### src/rtl/gpio_pkg.sv
package gpio_pkg;
  localparam int NREG   = 8;
  localparam int SEL_W  = 3;
  localparam int CTRL_W = 4;

  localparam int CB_ECLK  = 0;
  localparam int CB_NEG   = 1;
  localparam int CB_IEN   = 2;
  localparam int CB_IFLAG = 3;

  typedef enum logic [SEL_W-1:0] {
    SEL_IN    = 3'd0,
    SEL_OUT   = 3'd1,
    SEL_OE    = 3'd2,
    SEL_INTE  = 3'd3,
    SEL_PTRIG = 3'd4,
    SEL_AUX   = 3'd5,
    SEL_CTRL  = 3'd6,
    SEL_INTS  = 3'd7
  } reg_sel_e;
endpackage

### src/rtl/gpio_tick_gen.sv
module gpio_tick_gen #(
  parameter int SYNC_STAGES = 2
) (
  input  logic clk,
  input  logic rst,
  input  logic ext_clk,
  input  logic use_ext,
  input  logic neg_sel,
  output logic tick
);
  localparam int TOP = SYNC_STAGES - 1;

  logic [SYNC_STAGES-1:0] sync_q;
  logic                   last_q;
  logic                   rise_w;
  logic                   fall_w;

  always_ff @(posedge clk) begin
    if (rst) begin
      sync_q <= '0;
      last_q <= 1'b0;
    end else begin
      sync_q <= {sync_q[SYNC_STAGES-2:0], ext_clk};
      last_q <= sync_q[TOP];
    end
  end

  assign rise_w = sync_q[TOP] & ~last_q;
  assign fall_w = ~sync_q[TOP] & last_q;
  assign tick   = use_ext ? (neg_sel ? fall_w : rise_w) : 1'b1;
endmodule

### src/rtl/gpio_edge_eval.sv
module gpio_edge_eval #(
  parameter int WIDTH = 32
) (
  input  logic [WIDTH-1:0] prev,
  input  logic [WIDTH-1:0] curr,
  input  logic [WIDTH-1:0] polarity,
  input  logic [WIDTH-1:0] enable,
  input  logic             global_en,
  output logic [WIDTH-1:0] hit
);
  for (genvar i = 0; i < WIDTH; i++) begin : g_bit
    logic went_up;
    logic went_down;
    assign went_up   = curr[i] & ~prev[i];
    assign went_down = prev[i] & ~curr[i];
    assign hit[i] = global_en & enable[i] & (polarity[i] ? went_up : went_down);
  end
endmodule

### src/rtl/gpio_bus_port.sv
module gpio_bus_port
  import gpio_pkg::*;
(
  input  logic             clk,
  input  logic             rst,
  input  logic             req,
  input  logic             we,
  input  logic [SEL_W-1:0] addr,
  output logic [NREG-1:0]  wr_sel,
  output logic             rd_go,
  output logic             ack
);
  logic accept;

  assign accept = req & ~ack;
  assign rd_go  = accept & ~we;

  for (genvar k = 0; k < NREG; k++) begin : g_sel
    assign wr_sel[k] = accept & we & (addr == SEL_W'(k));
  end

  always_ff @(posedge clk) begin
    if (rst) ack <= 1'b0;
    else     ack <= accept;
  end
endmodule

### src/rtl/gpio_irq_ctrl.sv
module gpio_irq_ctrl
  import gpio_pkg::*;
#(
  parameter int WIDTH       = 32,
  parameter int SYNC_STAGES = 2
) (
  input  logic             clk,
  input  logic             rst,
  input  logic             bus_req,
  input  logic             bus_we,
  input  logic [SEL_W-1:0] bus_addr,
  input  logic [WIDTH-1:0] bus_wdata,
  output logic             bus_ack,
  output logic [WIDTH-1:0] bus_rdata,
  input  logic [WIDTH-1:0] pin_in,
  input  logic [WIDTH-1:0] aux_in,
  input  logic             ext_clk,
  output logic [WIDTH-1:0] pin_out,
  output logic [WIDTH-1:0] pin_oe,
  output logic             irq
);
  localparam int PAD_W = WIDTH - CTRL_W;

  logic [WIDTH-1:0]  in_q, out_q, oe_q, inte_q, ptrig_q, aux_q, ints_q;
  logic [CTRL_W-1:0] ctrl_q;
  logic              irq_q;

  logic [WIDTH-1:0]  out_n, oe_n, inte_n, ptrig_n, aux_n, ints_n;
  logic [CTRL_W-1:0] ctrl_n;

  logic [WIDTH-1:0]  in_d, out_d, ints_d, in_s, hit_w;
  logic [CTRL_W-1:0] ctrl_d;
  logic              irq_d;

  logic [NREG-1:0]   wr_sel;
  logic              rd_go;
  logic              tick_w;
  logic              irq_clr_w;

  gpio_bus_port u_bus (
    .clk    (clk),
    .rst    (rst),
    .req    (bus_req),
    .we     (bus_we),
    .addr   (bus_addr),
    .wr_sel (wr_sel),
    .rd_go  (rd_go),
    .ack    (bus_ack)
  );

  gpio_tick_gen #(.SYNC_STAGES(SYNC_STAGES)) u_tick (
    .clk     (clk),
    .rst     (rst),
    .ext_clk (ext_clk),
    .use_ext (ctrl_q[CB_ECLK]),
    .neg_sel (ctrl_q[CB_NEG]),
    .tick    (tick_w)
  );

  assign in_s = pin_in & ~oe_n;

  gpio_edge_eval #(.WIDTH(WIDTH)) u_edge (
    .prev      (in_q),
    .curr      (in_s),
    .polarity  (ptrig_n),
    .enable    (inte_n),
    .global_en (ctrl_n[CB_IEN]),
    .hit       (hit_w)
  );

  // Bus writes merged ahead of the tick update
  always_comb begin
    out_n   = wr_sel[SEL_OUT]   ? bus_wdata : out_q;
    oe_n    = wr_sel[SEL_OE]    ? bus_wdata : oe_q;
    inte_n  = wr_sel[SEL_INTE]  ? bus_wdata : inte_q;
    ptrig_n = wr_sel[SEL_PTRIG] ? bus_wdata : ptrig_q;
    aux_n   = wr_sel[SEL_AUX]   ? bus_wdata : aux_q;
    ctrl_n  = wr_sel[SEL_CTRL]  ? bus_wdata[CTRL_W-1:0] : ctrl_q;
    ints_n  = wr_sel[SEL_INTS]  ? bus_wdata : ints_q;
  end

  assign irq_clr_w = wr_sel[SEL_INTS] & (bus_wdata == '0) & (ints_q != '0);

  always_comb begin
    in_d   = in_q;
    out_d  = out_n;
    ctrl_d = ctrl_n;
    ints_d = ints_n;
    irq_d  = irq_q;
    if (irq_clr_w) irq_d = 1'b0;
    if (tick_w) begin
      in_d  = in_s;
      out_d = ((out_n & ~aux_n) | (aux_in & aux_n)) & oe_n;
      if (hit_w != '0) begin
        ctrl_d[CB_IFLAG] = 1'b1;
        ints_d           = ints_n | hit_w;
        irq_d            = 1'b1;
      end
    end
  end

  always_ff @(posedge clk) begin
    if (rst) begin
      in_q    <= '0;
      out_q   <= '0;
      oe_q    <= '0;
      inte_q  <= '0;
      ptrig_q <= '0;
      aux_q   <= '0;
      ctrl_q  <= '0;
      ints_q  <= '0;
      irq_q   <= 1'b0;
    end else begin
      in_q    <= in_d;
      out_q   <= out_d;
      oe_q    <= oe_n;
      inte_q  <= inte_n;
      ptrig_q <= ptrig_n;
      aux_q   <= aux_n;
      ctrl_q  <= ctrl_d;
      ints_q  <= ints_d;
      irq_q   <= irq_d;
    end
  end

  always_ff @(posedge clk) begin
    if (rst) begin
      bus_rdata <= '0;
    end else if (rd_go) begin
      case (reg_sel_e'(bus_addr))
        SEL_IN:    bus_rdata <= in_q | out_q;
        SEL_OUT:   bus_rdata <= out_q;
        SEL_OE:    bus_rdata <= oe_q;
        SEL_INTE:  bus_rdata <= inte_q;
        SEL_PTRIG: bus_rdata <= ptrig_q;
        SEL_AUX:   bus_rdata <= aux_q;
        SEL_CTRL:  bus_rdata <= {{PAD_W{1'b0}}, ctrl_q};
        default:   bus_rdata <= ints_q;
      endcase
    end
  end

  assign pin_out = out_q;
  assign pin_oe  = oe_q;
  assign irq     = irq_q;
endmodule

### config.mk
export PLATFORM = sky130hd
export DESIGN_NAME = gpio_irq_ctrl
export DESIGN_NICKNAME = d
export VERILOG_FILES = /design/src/rtl/gpio_pkg.sv /design/src/rtl/gpio_tick_gen.sv /design/src/rtl/gpio_edge_eval.sv /design/src/rtl/gpio_bus_port.sv /design/src/rtl/gpio_irq_ctrl.sv
export SDC_FILE = /design/constraint.sdc
export NUM_CORES = 1
export LEC_CHECK = 0
export BUFFER_PORTS_ARGS = -buffer_cell sky130_fd_sc_hd__buf_2
export CORE_ASPECT_RATIO = 0.75
export CORE_UTILIZATION = 35
export DETAILED_ROUTE_END_ITERATION = 16
export GPL_TIMING_DRIVEN = 1
export PLACE_DENSITY_LB_ADDON = 0.3
export SYNTH_ARGS = -nofsm -noshare
export SYNTH_HDL_FRONTEND = slang
export SYNTH_HIERARCHICAL = 1
export SYNTH_SLANG_ARGS = --single-unit
### constraint.sdc
create_clock -name clk -period 5.55 [get_ports clk]
set_input_delay 0.555 -clock clk [delete_from_list [all_inputs] [get_ports clk]]
set_output_delay 0.555 -clock clk [all_outputs]
set_load 0.02 [all_outputs]
# [Yosys cells after proc, flatten, opt, wreduce, memory -nomap -nowiden]
# Index checks and enable logic that the tools add are counted.
[totals] rom_bits=0 in_bits=104 mem_bits_rw=0 latchBits=0 out_inout_bits=98 memories=0 regBits=265
[op_classes] n_reduce_logical=4 n_mul=0 n_div=0 addsub=0 bitwise=219 order_cmp=0 eq_ne=7 muxes=50 n_shift=0
[ops] cell="$mux W32" n=9
[ops] cell="$pmux W32 S7" n=1
[ops] cell="$and A1 B1 Y1" n=142
[ops] cell="$and A32 B32 Y32" n=4
[ops] cell="$or A32 B32 Y32" n=3
[ops] cell="$not A1 Y1" n=68
[ops] cell="$not A32 Y32" n=2
[ops] cell="$reduce_bool A32 Y1" n=2
[ops] cell="$mux W1" n=39
[ops] cell="$logic_not A32 Y1" n=1
[ops] cell="$eq A3 B3 Y1 const B" n=4
[ops] cell="$eq A3 B2 Y1 const B" n=2
[ops] cell="$mux W4" n=1
[ops] cell="$eq A3 B1 Y1 const B" n=1
[ops] cell="$logic_not A3 Y1" n=1

# [Logic depth before layout (Yosys ltp)]
[depth] depth_word=14 ltp_mapped=15 depth_no_buf=11

# [By module]
# Netlist, hierarchy kept.
[modules_own_cells] mod="gpio_irq_ctrl" n_inst=1 cells_each=1363 area_per_inst_um2=12707.2
[modules_own_cells] mod="gpio_edge_eval" n_inst=1 cells_each=131 area_per_inst_um2=815.8
[modules_own_cells] mod="gpio_bus_port" n_inst=1 cells_each=18 area_per_inst_um2=113.9
[modules_own_cells] mod="gpio_tick_gen" n_inst=1 cells_each=9 area_per_inst_um2=100.1

# [Worst setup path before layout]
# Ideal clock, no wire load.
[synth_timing] kind="input -> register" from="input bus_addr[0]" to="register ints_q[30]" cell_stages=14 required_ps=5479 n_path_buf=4 path_slack_ps=2268 arrival_ps=3211 setup_time_ps=71 path_cell_list="or3b_1 -> nor3_2 -> clkbuf_1 -> buf_2 -> mux2_2 -> or3b_1 -> a21oi_1 -> nor4_1 -> nand4_1 -> o21a_1 -> clkbuf_1 -> buf_2 -> nand2_1 -> a21oi_1"
[synth_via] elab_cells_between_ends=213 cone_classes="eq/ne (5); mux (39); bitwise (168); reduce/logical (1)"
[synth_rtl] item="start, declared" line_no="gpio_irq_ctrl.sv:11" text="input logic [SEL_W-1:0] bus_addr,"
[synth_rtl] item="$eq A3 B3 Y1" line_no="gpio_bus_port.sv:19" text="assign wr_sel[k] = accept & we & (addr == SEL_W'(k));"
[synth_rtl] item="$and A1 B1 Y1" line_no="gpio_bus_port.sv:19"
[synth_rtl] item="named net wr_sel[4]" line_no="gpio_irq_ctrl.sv:35" text="logic [NREG-1:0] wr_sel;"
[synth_rtl] item="$mux W32" line_no="gpio_irq_ctrl.sv:76" text="ptrig_n = wr_sel[SEL_PTRIG] ? bus_wdata : ptrig_q;"
[synth_rtl] item="named net ptrig_n[24]" line_no="gpio_irq_ctrl.sv:28" text="logic [WIDTH-1:0] out_n, oe_n, inte_n, ptrig_n, aux_n, ints_n;"
[synth_rtl] item="$mux W1" line_no="gpio_edge_eval.sv:16" text="assign hit[i] = global_en & enable[i] & (polarity[i] ? went_up : went_down);"
[synth_rtl] item="$and A1 B1 Y1" line_no="gpio_edge_eval.sv:16"
[synth_rtl] item="named net hit_w[24]" line_no="gpio_irq_ctrl.sv:31" text="logic [WIDTH-1:0] in_d, out_d, ints_d, in_s, hit_w;"
[synth_rtl] item="$reduce_bool A32 Y1" line_no="gpio_irq_ctrl.sv:94" text="if (hit_w != '0) begin"
[synth_rtl] item="$mux W32" line_no="gpio_irq_ctrl.sv:94"
[synth_rtl] item="$mux W32" line_no="gpio_irq_ctrl.sv:91" text="if (tick_w) begin"
[synth_rtl] item="end signal, assigned" line_no="gpio_irq_ctrl.sv:121" text="ints_q <= ints_d;"
[synth_rtl] item="end, declared" line_no="gpio_irq_ctrl.sv:24" text="logic [WIDTH-1:0] in_q, out_q, oe_q, inte_q, ptrig_q, aux_q, ints_q;"
# The timed path passes the listed nets, and every way through them passes these cells.
# A chain may end at the register's enable or synchronous reset.

# [Worst setup path after layout]
[layout_timing] from="register u_bus.ack" to="register ints_q[14]"
[layout_via] elab_chain_len=14 elab_cells_between_ends=211 cone_classes="mux (39); bitwise (171); reduce/logical (1)"
[layout_rtl] item="start, declared" line_no="gpio_bus_port.sv:11" text="output logic ack"
[layout_rtl] item="start signal, assigned" line_no="gpio_bus_port.sv:24" text="else ack <= accept;"
[layout_rtl] item="$not A1 Y1 *" line_no="gpio_bus_port.sv:15" text="assign accept = req & ~ack;"
[layout_rtl] item="$and A1 B1 Y1 *" line_no="gpio_bus_port.sv:15"
[layout_rtl] item="$and A1 B1 Y1 *"
[layout_rtl] item="$and A1 B1 Y1 *" line_no="gpio_bus_port.sv:19"
[layout_rtl] item="named net wr_sel[2]" line_no="gpio_irq_ctrl.sv:35"
[layout_rtl] item="$mux W32 *" line_no="gpio_irq_ctrl.sv:74" text="oe_n = wr_sel[SEL_OE] ? bus_wdata : oe_q;"
[layout_rtl] item="$not A32 Y32 *" line_no="gpio_irq_ctrl.sv:60" text="assign in_s = pin_in & ~oe_n;"
[layout_rtl] item="$and A32 B32 Y32 *" line_no="gpio_irq_ctrl.sv:60"
[layout_rtl] item="named net in_s[17]" line_no="gpio_irq_ctrl.sv:31"
[layout_rtl] item="$not A1 Y1" line_no="gpio_edge_eval.sv:15" text="assign went_down = prev[i] & ~curr[i];"
[layout_rtl] item="$and A1 B1 Y1" line_no="gpio_edge_eval.sv:15"
[layout_rtl] item="$mux W1 *" line_no="gpio_edge_eval.sv:16"
[layout_rtl] item="$and A1 B1 Y1 *" line_no="gpio_edge_eval.sv:16"
[layout_rtl] item="named net hit_w[17]" line_no="gpio_irq_ctrl.sv:31"
[layout_rtl] item="$reduce_bool A32 Y1 *" line_no="gpio_irq_ctrl.sv:94"
[layout_rtl] item="$mux W32 *" line_no="gpio_irq_ctrl.sv:94"
[layout_rtl] item="$mux W32 *" line_no="gpio_irq_ctrl.sv:91"
# Mark *: on every way through the listed nets, which the timed path passes. The rest lies on a longest branch.

==> metrics.cfg <==
[run_status]
outcome=complete, no violations

[cells_and_area]
fillers=3919
layout.cells.non_filler=2198
utilization_pct=41.50
area_growth_pct=16.26
multi_input_area_mm2=0.007815
regArea_mm2=0.005305
layout-drive-gt1-share_pct=23.78
final_nets=1769
n_antenna_cell=0
postLayoutCellArea_mm2=0.01597

[clock_tree]
htree_levels=1
post-cts-setup-buffers=0
clockBufferDepth=3
cts.hold.buffers_added=0
cts.sinks=265
path_clk_slew_ps=60
post_cts_resized=0
cts_inserted_buffers=28
worstSkewPairLatency_ps=560
cts_tree=done
root_buffer=clkbuf_16

[floorplan]
initial_core_util_pct=35.69
die_w_um=230.7
io_pins=202
dieArea_mm2=0.04004
placementRows=62
core_region_area_mm2=0.03848
die_y_um=173.5

[grt]
grt_pass1_wl_um=70520
overflow=0
grtUsageMet3_pct=4.622
grt_usage_pct=22.86
use_met2_pct=34.88
grt_pass1_vias=11570
grtUsageMet1_pct=32.74
grt_max_degree=82
grt_antenna_before_repair=0
grt.busiest_layer=met2

[power_and_ir_drop]
intPower_mw=3.292
swShare_pct=25.08
comb_power_share_pct=9.2
pwr-share-seq_pct=44.8
power.leakage_nw=6.088
power_frac_clock_pct=46.0
p_switching_mw=1.102
pwr_density_cell_mw_per_mm2=275.2
power.ir.vdd_worst_v=0.0002268

[timing]
finalHoldViolCount=0
setup_ws_ps=1329
finalCritPeriodShare_pct=76.06
worst_slew_margin_rel_pct=27.61
slew_violations=0
clock_skew_ps=8.142
setup_viol=0
rsz0062_at_grt=false
setup-tns-final_ps=0
fmax_mhz=236.9
layout_min_cycle_time_ps=4221
tightest_slew_ps=1086

[critical_path]
critPathMaxFanout=24
worst_setup_path_start_kind=flop
critPathKind=flop to flop
critPathArrivalTime_ps=4620
required_ps=5950
end_kind=flop

[logic_synthesis]
syn_nets=1624
synth_area_mm2=0.01373
yosys_warnings=6
postSynthCellCount=1520
synth_area_per_cell_um2=9.035

[drt]
first_pass_iters=5
drcViolationCount=0
wl_per_cell_um=21.36
vias=12030
viasPerCell=5.472
drt_wl_total_um=46950
drt_iter0_drc=962
ant_nets=0

[placed_design]
hpwl_um=31580
portBuffers=201
dp.cells=2147
finalWeightedCongestion=0.8475
pre_cts_ws_ps=1173
placed_area_mm2=0.01498

[job]
cap_violations=0

[min_path]
hold_path.class=input pin to flop

==> through the flow <==
step	hold slack [ps]	power [mW]
global placement	442.1	2.402
global route	251.4	4.533
floorplan	413.8	2.246
CTS	204.8	4.414
finish	221.1	4.394
detailed placement	459.4	2.408
==> worst max-delay path, stage by stage (launching register included) <==
cell     delay (ps)
dfxtp_1         320
or3b_1          510
nor2_4          150
buf_4           460
mux2i_1         330
and2_1          240
or3b_1          140
a21oi_1          80
nor4_1          680
nand4_1         260
o21a_1          380
buf_4           300
nand2_1         100
a21oi_1          60
==> final cells by class <==
type | count | share of cell area, %
multi-input cells | 1139 | 48.95
repair buffers | 226 | 7.531
clock buffers | 44 | 5.462
flip-flops and latches | 265 | 33.23
inverters | 5 | 0.1332
clock inverters | 7 | 0.6896
well taps | 512 | 4.012
==> flip-flops by register name (all words and copies together), names as in the netlist <==
register and count:
aux_q 32, bus_rdata 32, in_q 32, inte_q 32, ints_q 32, pin_oe 32
pin_out 32, ptrig_q 32, ctrl_q 4, u_tick/sync_q 2, irq 1, u_bus/ack 1
u_tick/last_q 1
==> path summary, 6_finish.rpt <==
check / startpoint / end / slack, ps / cells past startpoint
max: u_bus/ack / ints_q[14] / 1330 / 13
min: ext_clk / u_tick/sync_q[0] / 220 / 2
max reg2reg: u_bus/ack / ints_q[14] / 1330 / 13
min reg2reg: u_tick/sync_q[0] / u_tick/sync_q[1] / 470 / 1
==> cell usage in the layout, fill, tap and decap left out, types with 9 or more instances in the layout <==
cell	instances
a21oi_1	129
a221o_1	23
a22oi_1	13
a32o_1	11
and2_1	98
buf_2	199
buf_4	26
clkbuf_16	29
clkbuf_8	9
dfxtp_1	265
mux2_2	101
mux2i_1	155
nand2_1	150
nand2b_1	38
nand3b_1	35
nor2_1	162
nor4_1	22
o21ai_0	19
o21ai_1	19
o22a_1	26
o22ai_1	12
or3b_1	35
==> layer usage <==
metal / part of all wire [%] / up-vias
met5: 0 / -
met4: 2.4 / 0
met3: 7.6 / 70
met2: 43 / 443
met1: 47 / 5811
li1: - / 5704
==> power by group through the flow <==
stage | sequential [mW] | combinational [mW] | clock, mW
CTS | 1.97 | 0.400 | 2.05
detailed placement | 2.01 | 0.399 | 0
finish | 1.97 | 0.406 | 2.02
floorplan | 2.01 | 0.235 | 0
global placement | 2.01 | 0.395 | 0
global route | 1.97 | 0.435 | 2.13
No activity file was read; power rests on OpenSTA's default activity.
